## config.mk

```make
export PLATFORM = sky130hd
export DESIGN_NAME = thermtrk_monitor
export DESIGN_NICKNAME = d
export VERILOG_FILES = /design/src/rtl/thermtrk_pkg.sv /design/src/rtl/thermtrk_tick.sv /design/src/rtl/thermtrk_stepper.sv /design/src/rtl/thermtrk_iir.sv /design/src/rtl/thermtrk_derate.sv /design/src/rtl/thermtrk_monitor.sv
export SDC_FILE = /design/constraint.sdc
export NUM_CORES = 1
export LEC_CHECK = 0
export BUFFER_PORTS_ARGS = -buffer_cell sky130_fd_sc_hd__buf_4
export CORE_MARGIN = 2
export CORE_UTILIZATION = 42
export DETAILED_ROUTE_END_ITERATION = 8
export PLACE_DENSITY_LB_ADDON = 0.25
export SKIP_LAST_GASP = 1
export SLEW_MARGIN = 20
export SYNTH_ARGS = -nofsm -noshare
export SYNTH_HDL_FRONTEND = slang
export SYNTH_SLANG_ARGS = --single-unit
```

## constraint.sdc

```tcl
create_clock -name clk -period 3.5 [get_ports clk]
set_input_delay 0.175 -clock clk [delete_from_list [all_inputs] [get_ports clk]]
set_output_delay 0.175 -clock clk [all_outputs]
set_load 0.02 [all_outputs]
```

## src/rtl/thermtrk_pkg.sv

```systemverilog
// Package: shared constants for the thermistor tracking monitor.
// Assumes an 8-bit conductance code in which one LSB is 250 nS.
package thermtrk_pkg;
    localparam int CODE_W   = 8;
    localparam int CODE_MAX = (1 << CODE_W) - 1;
    typedef logic [CODE_W-1:0] code_t;
endpackage

```

## src/rtl/thermtrk_tick.sv

```systemverilog
// Sample timer and settle counter.
// Emits a one-cycle tick every SAMPLE_DIV clocks. Raises settled once
// SETTLE_TICKS ticks have elapsed since reset. Assumes SAMPLE_DIV >= 1.
module thermtrk_tick #(
    parameter int SAMPLE_DIV   = 125,
    parameter int SETTLE_TICKS = 12000
) (
    input  logic clk,
    input  logic rst_n,
    output logic tick,
    output logic settled
);
    localparam int DW = (SAMPLE_DIV > 1) ? $clog2(SAMPLE_DIV) : 1;
    localparam int SW = $clog2(SETTLE_TICKS + 1);
    localparam logic [DW-1:0] DIV_LAST = DW'(SAMPLE_DIV - 1);
    localparam logic [SW-1:0] SET_LAST = SW'(SETTLE_TICKS);

    logic [DW-1:0] div_q;
    logic [SW-1:0] set_q;

    assign tick    = (div_q == DIV_LAST);
    assign settled = (set_q == SET_LAST);

    // Divide the clock down to the sample period.
    always_ff @(posedge clk) begin
        if (!rst_n)    div_q <= '0;
        else if (tick) div_q <= '0;
        else           div_q <= div_q + 1'b1;
    end

    // Count ticks until the settle window has passed, then hold.
    always_ff @(posedge clk) begin
        if (!rst_n)                 set_q <= '0;
        else if (tick && !settled)  set_q <= set_q + 1'b1;
    end
endmodule

```

## src/rtl/thermtrk_stepper.sv

```systemverilog
// Successive-step tracker: moves the conductance code one LSB per tick
// against the comparator result, saturating at both ends.
module thermtrk_stepper
    import thermtrk_pkg::*;
(
    input  logic  clk,
    input  logic  rst_n,
    input  logic  tick,
    input  logic  cmp_hi,
    output code_t code
);
    code_t code_q;
    code_t code_d;

    // Next code: step down when the pin sits high, up otherwise, clamped.
    always_comb begin
        code_d = code_q;
        if (cmp_hi) begin
            if (code_q != '0) code_d = code_q - 1'b1;
        end else begin
            if (code_q != code_t'(CODE_MAX)) code_d = code_q + 1'b1;
        end
    end

    // Hold the code and take the step on each sample tick.
    always_ff @(posedge clk) begin
        if (!rst_n)    code_q <= '0;
        else if (tick) code_q <= code_d;
    end

    assign code = code_q;
endmodule

```

## src/rtl/thermtrk_iir.sv

```systemverilog
// First-order IIR low-pass filter with coefficient 2^-SH, updated on tick.
// The state carries SH fraction bits, and the output is the integer part.
// Assumes SH >= 1. The state stays within [0, CODE_MAX << SH].
module thermtrk_iir
    import thermtrk_pkg::*;
#(
    parameter int SH = 2
) (
    input  logic  clk,
    input  logic  rst_n,
    input  logic  tick,
    input  code_t x,
    output code_t y
);
    localparam int SW = CODE_W + SH;

    logic        [SW-1:0] st_q;
    logic signed [SW+1:0] diff;
    logic signed [SW+1:0] step;
    logic signed [SW+1:0] sum;

    // Error between the scaled input and the state, shifted by the coefficient.
    always_comb begin
        diff = $signed({2'b00, x, {SH{1'b0}}}) - $signed({2'b00, st_q});
        step = diff >>> SH;
        sum  = $signed({2'b00, st_q}) + step;
    end

    // Accumulate one filter step per tick.
    always_ff @(posedge clk) begin
        if (!rst_n)    st_q <= '0;
        else if (tick) st_q <= sum[SW-1:0];
    end

    assign y = st_q[SW-1:SH];
endmodule

```

## src/rtl/thermtrk_derate.sv

```systemverilog
// Maps the slow-filtered code to an LED current scale factor: full scale
// up to START, a linear fall of STEP per code, and a floor at TRIP.
// Assumes STEP * (TRIP - START) <= CODE_MAX.
module thermtrk_derate
    import thermtrk_pkg::*;
#(
    parameter int START = 197,
    parameter int TRIP  = 241,
    parameter int STEP  = 5
) (
    input  logic  clk,
    input  logic  rst_n,
    input  code_t level,
    output code_t scale
);
    localparam int FLOOR = CODE_MAX - STEP * (TRIP - START);

    code_t      scale_d;
    logic [15:0] drop;

    // Piecewise-linear scale versus filtered code.
    always_comb begin
        drop = 16'(STEP) * (16'(level) - 16'(START));
        if (level <= code_t'(START))     scale_d = code_t'(CODE_MAX);
        else if (level >= code_t'(TRIP)) scale_d = code_t'(FLOOR);
        else                             scale_d = code_t'(16'(CODE_MAX) - drop);
    end

    // Register the scale so that the output is glitch-free.
    always_ff @(posedge clk) begin
        if (!rst_n) scale <= code_t'(CODE_MAX);
        else        scale <= scale_d;
    end
endmodule

```

## src/rtl/thermtrk_monitor.sv

```systemverilog
// Top: thermistor resistance tracking monitor.
// Ties together the sample timer, stepper, fast and slow filters, derate map,
// latched shutdown and start-up gate. Assumes rst_n is the power-on reset.
module thermtrk_monitor
    import thermtrk_pkg::*;
#(
    parameter int SAMPLE_DIV   = 125,
    parameter int SETTLE_TICKS = 12000,
    parameter int FAST_SH      = 2,
    parameter int SLOW_SH      = 12,
    parameter int DERATE_START = 197,
    parameter int TRIP_CODE    = 241,
    parameter int READY_CODE   = 235,
    parameter int DERATE_STEP  = 5
) (
    input  logic       clk,
    input  logic       rst_n,
    input  logic       cmp_hi,
    output logic [7:0] code,
    output logic [7:0] derate,
    output logic       ready,
    output logic       fault
);
    logic  tick;
    logic  settled;
    code_t code_w;
    code_t fast_y;
    code_t slow_y;
    logic  trip;
    logic  fault_q;
    logic  ready_q;

    thermtrk_tick #(.SAMPLE_DIV(SAMPLE_DIV), .SETTLE_TICKS(SETTLE_TICKS)) i_tick (
        .clk(clk), .rst_n(rst_n), .tick(tick), .settled(settled)
    );

    thermtrk_stepper i_step (
        .clk(clk), .rst_n(rst_n), .tick(tick), .cmp_hi(cmp_hi), .code(code_w)
    );

    thermtrk_iir #(.SH(FAST_SH)) i_fast (
        .clk(clk), .rst_n(rst_n), .tick(tick), .x(code_w), .y(fast_y)
    );

    thermtrk_iir #(.SH(SLOW_SH)) i_slow (
        .clk(clk), .rst_n(rst_n), .tick(tick), .x(code_w), .y(slow_y)
    );

    thermtrk_derate #(.START(DERATE_START), .TRIP(TRIP_CODE), .STEP(DERATE_STEP)) i_der (
        .clk(clk), .rst_n(rst_n), .level(slow_y), .scale(derate)
    );

    assign trip = (fast_y >= code_t'(TRIP_CODE));

    // Latch the shutdown fault, which only reset clears.
    always_ff @(posedge clk) begin
        if (!rst_n) fault_q <= 1'b0;
        else        fault_q <= fault_q | trip;
    end

    // Gate start-up on settling, temperature and absence of fault.
    always_ff @(posedge clk) begin
        if (!rst_n) ready_q <= 1'b0;
        else        ready_q <= settled && (fast_y < code_t'(READY_CODE)) && !(fault_q || trip);
    end

    assign code  = code_w;
    assign fault = fault_q;
    assign ready = ready_q;
endmodule

```

==> metrics.txt, run 1 <==
register area share after synthesis=26.80%; Finished Layout Cells=874; Worst-Margin Slew=796.7 ps; Reg clk slew, reported paths=60 ps; die width=114.8 microns; register bit total from synthesis=69; gpl congestion=0.8850; CTS tree=yes; share of the synthesized area in the top cell type=26.80%; R2R Path End=i_slow.st_q[18]$_SDFFE_PN0P_; Multi-input gate area=0.003737 sq mm; Final Slew Violations=0; RSZ-0062 raised after global routing=true; synth cell count leaders=dfxtp_1, ha_1, nand2_1; hold_sp=cmp_hi; cell area power density=273.1 mW/mm^2; CP Capture Type=flip-flop; CTS Hold Buffers Added=0; reg-to-reg startpoint=i_slow.st_q[8]$_SDFFE_PN0P_; Reg2Reg Depth=18; Site Rows=40; worst hold margin=261.8 ps; Synth Cell Area=0.005155 sq mm; most common cell in the netlist=dfxtp_1; average cell area after synthesis=8.169 sq um; Ports=21; Required @ worst endpoint=3770 ps; crit path max fanout=4; EDFF count, synth=0; WL/cell=13.26 microns; Max Fclk=0.2840 GHz; Most used DFF post-synth=dfxtp_1; CTS max path bufs=2; Max VDD drop=199.4 uV; fillcell total=1,111; CP max stage delay=500 ps; Startpoint Class=flip-flop; remaining global-route overflow=0; TritonRoute pass-1 iters=4; initial antenna violation count=0; relative slew slack=46.60%; HP Class=primary input to flip-flop; Unique masters post-synth=50; Setup-failing EPs final=1; Syn Inst Count=631; Area Overhead vs Synth=27.09%; dpl cells=844; largest cells by area after synthesis=dfxtp_1, ha_1, xnor2_1, nand2_1, xor2_1; Std-Cell Core Area=0.01201 sq mm; Nets=795; Hold Vio Cnt, Final=0; Post-Route Utilization=54.54%; setup TNS=-20.66 ps; Initial Util=42.92%; die area=0.01318 sq mm; number of global-route vias before repair=4,366; YS warnings=0; WHS Endpoint=i_step.code[7]$_SDFFE_PN0P_; failing checks=negative setup slack; Layout Skew=6.803 ps; share of cells above drive strength 1=22.01%; Tcrit/Tclk final=100.6%; first-pass GRT wire length=19.91 mm; Routed WL=11.59 mm; register area=0.001393 sq mm; status=complete, but fails checks; Mapped Nets=704; clock sink total=69; maxcap violations=0; hold depth=4; pin count of the biggest net entering global routing=63; Worst Path Arrival=3800 ps; ant diodes=0; Die Ht=114.8 microns; GR Util All Layers=18.58%; CTS Buf Count=9; vias per inst=5.135; H-tree depth reported by CTS=3; clk_lat worst skew=340 ps; DRC Markers=0; Leak=0.002994 uW; detailed placement HPWL=8.288 mm; area leader, netlist=dfxtp_1; Tmin final=3521 ps; setup slack, reg-to-reg=-20 ps; Slowest cell on crit path=or4b_1; Root Buffer=clkbuf_16; CP cell instances=nor4_4 > nand3_2 > nor2_4 > o21ai_1 > nand2b_1 > a21oi_2 > o21bai_2 > o41ai_2 > xnor2_1 > ha_1 > and3_4 > nand4_1 > o211ai_1 > o41ai_2 > o21ai_1 > a31oi_1 > or4b_1 > nand3_1; Antenna Nets Post-Route=0; asr flop ratio synth=0%; IO Port Bufs=20; final setup margin=-20.66 ps; CP Class=flip-flop to flip-flop; Iteration-0 DRC Markers=155; Power Total=1789 uW; vias=4,488
what timing repair did:
| item | in CTS | in global routing |
|---|---|---|
| setup buffers | 4 | 10 |
| gates cloned | 0 | 0 |
| setup endpoints to repair | 9 | 14 |
| pin swaps | 15 | 26 |
| resized for setup | 15 | 29 |
state kept, by name, summed over array words and instances, names as in the netlist:
name and flops:
i_tick.set_q 14, i_step.code 8, fault 1, i_fast.st_q 10, i_slow.st_q 20, ready 1
i_der.scale 8, i_tick.div_q 7
metrics by stage:
step                setup WS (ps)  area (sq um)
detailed placement         -330.8          5926
floorplan                   8.478          5196
finish                     -20.66          6551
global route               -359.7          6551
global placement           -191.9          5926
CTS                        -100.1          6350
placed cells by master (no fill, tap or decap), types with 23 or more instances in the layout:
cell,netlist,layout
xnor2_1,43,43
a21oi_1,30,23
xor2_1,23,23
nand2_1,67,67
o21ai_0,31,28
dfxtp_1,69,62
and2_1,26,26
inv_1,53,51
buf_4,0,91
ha_1,67,63
nor2_1,41,40
worst max-delay path: cells and delay by family (launching register included):
| family | cells | cell delay, ps |
|---|---|---|
| compound gates | 8 | 1010 |
| xor+xnor | 1 | 130 |
| fa+ha+maj | 1 | 380 |
| flops | 1 | 330 |
| simple gates | 8 | 1600 |
logic make-up after synthesis:
logic type | Yosys count | synth area share, %
adder cells (fa/ha/maj) | 70 | 17.43
AO/OA/AOI/OAI | 123 | 15.97
flip-flops | 69 | 26.80
multiplexers | 7 | 1.359
buffers and inverters | 67 | 4.903
AND/OR/NAND/NOR | 229 | 22.33
XOR/XNOR | 66 | 11.21
where the power goes:
part           switching [uW]  total, uW  internal, uW
Sequential               3.04        791           788
Combinational            20.6       34.5          13.9
Clock                     352        964           612
Total                     375       1790          1410
area by class of cell:
| type | instances | share of cell area (%) |
|---|---|---|
| Clock inverter | 4 | 0.8403 |
| Multi-Input combinational cell | 495 | 57.05 |
| Tap cell | 147 | 2.807 |
| Timing Repair Buffer | 94 | 10.94 |
| Inverter | 53 | 3.037 |
| Sequential cell | 69 | 21.26 |
| Clock buffer | 12 | 4.068 |
layer usage:
metal | share of wire (%) | up-vias | GRT usage, %
li1 | - | 2363 | -
met1 | 49 | 2044 | 24.42
met2 | 45 | 64 | 30.41
met3 | 3.3 | 17 | 3.848
met4 | 1.7 | 0 | 6.506
met5 | 0 | - | 0
worst max path at each step:
stage,cells past startpoint,slack [ps],to,startpoint
after global placement,18,-190,i_slow.st_q[18]$_SDFFE_PN0P_,i_slow.st_q[8]$_SDFFE_PN0P_
after CTS,18,-100,i_slow.st_q[18]$_SDFFE_PN0P_,i_slow.st_q[11]$_SDFFE_PN0P_
after global routing,18,-360,i_slow.st_q[18]$_SDFFE_PN0P_,i_slow.st_q[8]$_SDFFE_PN0P_
after floorplan,18,8,i_slow.st_q[18]$_SDFFE_PN0P_,i_step.code[0]$_SDFFE_PN0P_
final,18,-20,i_slow.st_q[18]$_SDFFE_PN0P_,i_slow.st_q[8]$_SDFFE_PN0P_
after detailed placement,18,-330,i_slow.st_q[18]$_SDFFE_PN0P_,i_slow.st_q[8]$_SDFFE_PN0P_
Note: power is estimated with default switching activity, not from simulation.
==> run 2: changes to the inputs <==
--- a/config.mk
+++ b/config.mk
@@ -6,8 +6,8 @@
 export NUM_CORES = 1
 export LEC_CHECK = 0
 export BUFFER_PORTS_ARGS = -buffer_cell sky130_fd_sc_hd__buf_4
-export CORE_MARGIN = 2
-export CORE_UTILIZATION = 42
+export CORE_MARGIN = 5
+export CORE_UTILIZATION = 57
 export DETAILED_ROUTE_END_ITERATION = 8
 export PLACE_DENSITY_LB_ADDON = 0.25
 export SKIP_LAST_GASP = 1
==> run 2 against run 1 <==
  * Critical path type unchanged
  * Highest routed layer unchanged
  * Register-to-register slack got worse by 170 ps
  * Worst hold slack got worse by 22 ps
  * Clock skew up 1.9 ps
  * First-iteration DRC count up 20%
  * Power decreased by 13%
  * Combinational power barely moved
  * Sequential share of layout area rose by 0.68 points
  * Clock power decreased by 24%
  * Die area shrank 16%
  * The flow still finishes with violations (negative setup slack)
==> metrics.txt, run 2 (same netlist as run 1, synthesis figures left out) <==
status=complete, but fails checks; failing checks=negative setup slack; crit path max fanout=2; first-pass GRT wire length=20.15 mm; cell-internal power=1205 uW; Seq pwr share=50.6%; Setup-failing EPs final=6; pin count of the biggest net entering global routing=63; Comb pwr share=2.2%; CTS Buf Count=9; CP max stage delay=530 ps; clock sink total=69; Layout Skew=8.705 ps; relative slew slack=44.37%; CP Capture Type=flip-flop; Hold Vio Cnt, Final=0; commonest non-fill, non-tap cells in the layout=buf_4, nand2_1, dfxtp_1; remaining global-route overflow=0; Final Slew Violations=0; Die Ht=105.1 microns; Max VDD drop=231.7 uV; WL/cell=14.95 microns; Antenna Nets Post-Route=0; Slowest cell on crit path=or4b_1; DRC Markers=0; CP cell instances=nor4_2 > nand3_2 > nor2_4 > buf_4 > nor2_1 > xnor2_1 > inv_1 > fa_1 > nand2b_1 > a21oi_1 > nor2_1 > o211ai_1 > o41ai_2 > o21ai_1 > a31oi_1 > or4b_1 > nand3_1; pre-CTS WS=-202.4 ps; most used routing layer=met2; vias=4,603; max reg flops=20; CTS max path bufs=2; Startpoint Class=flip-flop; commonest non-fill, non-tap cell in the layout=buf_4; Required @ worst endpoint=3800 ps; detailed placement HPWL=8.491 mm; Biggest register=i_slow.st_q; Sw Share=22.83%; cell area power density=246.1 mW/mm^2; reg-to-reg startpoint=i_slow.st_q[0]$_SDFFE_PN0P_; GR Util All Layers=21.42%; GRT met3 Usage=3.699%; final setup margin=-188.7 ps; Initial Util=58.82%; CTS tree=yes; initial antenna violation count=0; Ports=21; Area Overhead vs Synth=23.06%; H-tree depth reported by CTS=3; fillcell total=660; die width=105.1 microns; HP Class=primary input to flip-flop; die area=0.01105 sq mm; Std-Cell Core Area=0.008763 sq mm; CP Class=flip-flop to flip-flop; TritonRoute pass-1 iters=4; Reg clk slew, reported paths=80 ps; Max Fclk=0.2711 GHz; vias per inst=5.573; most frequent CP cell=nor2_1; worst hold margin=239.9 ps; Leak=0.002882 uW; Site Rows=34; gpl congestion=0.8920; clk_lat worst skew=350 ps; Nets=786; number of global-route vias before repair=4,493; Switch Pwr=356.4 uW; hold_sp=cmp_hi; Tcrit/Tclk final=105.4%; RSZ-0062 raised after global routing=true; Root Buffer=clkbuf_8; Worst Path Arrival=3990 ps; IO Port Bufs=20; Critical Path Start=i_slow.st_q[0]$_SDFFE_PN0P_; Routed WL=12.35 mm; CTS Hold Buffers Added=0; GR Util met1=26.27%; met2 usage=37.95%; Worst-Margin Slew=829.9 ps; ant diodes=0; Clock power frac=47.2%; biggest regs=i_slow.st_q (20), i_tick.set_q (14), i_fast.st_q (10); Tmin final=3689 ps; share of cells above drive strength 1=21.45%; Iteration-0 DRC Markers=186; maxcap violations=0
## run 2: routing by layer
metal / wire length (microns) / vias up
li1: - / 2334
met1: 5453 / 2146
met2: 6107 / 91
met3: 503 / 32
met4: 286 / 0
met5: 0 / -
## run 2: power by group through the flow
stage	logic, uW	clock network, uW	registers (uW)
after floorplan	25.4	0	808
after global placement	32.7	0	809
after detailed placement	34.8	0	809
after CTS	35.0	752	790
after global routing	38.7	780	790
final	34.7	737	789
## run 2: critical path, delay by kind of cell, from the launching register on
| kind | cells | cell delay (ps) |
|---|---|---|
| DFF | 1 | 330 |
| buffers and inverters | 2 | 220 |
| xor gates and xnor gates | 1 | 200 |
| adders and majority gates | 1 | 420 |
| and+or+nand+nor | 8 | 1630 |
| AOI/OAI and AO/OA | 5 | 850 |
## run 2: cell type report
cell class,instances,area (sq um),share of cell area (%)
sequential,69,1391,21.93
multi-input combinational,495,3757,59.23
timing repair buffer,85,641.9,10.12
inverter,53,201.4,3.176
tap,108,135.1,2.130
clock buffer,11,131.4,2.071
clock inverter,5,85.08,1.341
## run 2: final timing paths
| kind | depth (start not counted) | slack (ps) | end |
|---|---|---|---|
| setup / recovery | 17 | -190 | i_slow.st_q[18]$_SDFFE_PN0P_ |
| setup reg to reg | 17 | -190 | i_slow.st_q[18]$_SDFFE_PN0P_ |
| hold reg to reg | 1 | 480 | ready$_SDFF_PN0_ |
| hold / removal | 4 | 240 | i_step.code[7]$_SDFFE_PN0P_ |
## run 2: per-stage QoR
stage               TNS, ps  utilization [%]  instance area (sq um)  cells  power, uW
floorplan                 0                -                   5196    631      833.4
finish               -670.6            72.39                   6344    826       1561
global placement     -151.6            66.46                   5824    798      841.4
global route          -2498            72.39                   6344    826       1608
CTS                  -132.9            69.76                   6113    818       1577
detailed placement   -690.7            66.46                   5824    798      843.7
## run 2: timing repair
| action | 4_1_cts | 5_1_grt |
|---|---|---|
| endpoints found under the setup margin | 6 | 13 |
| buffers inserted | 4 | 8 |
| gates cloned | 0 | 0 |
| pin swaps | 7 | 40 |
| gates resized for setup | 9 | 43 |
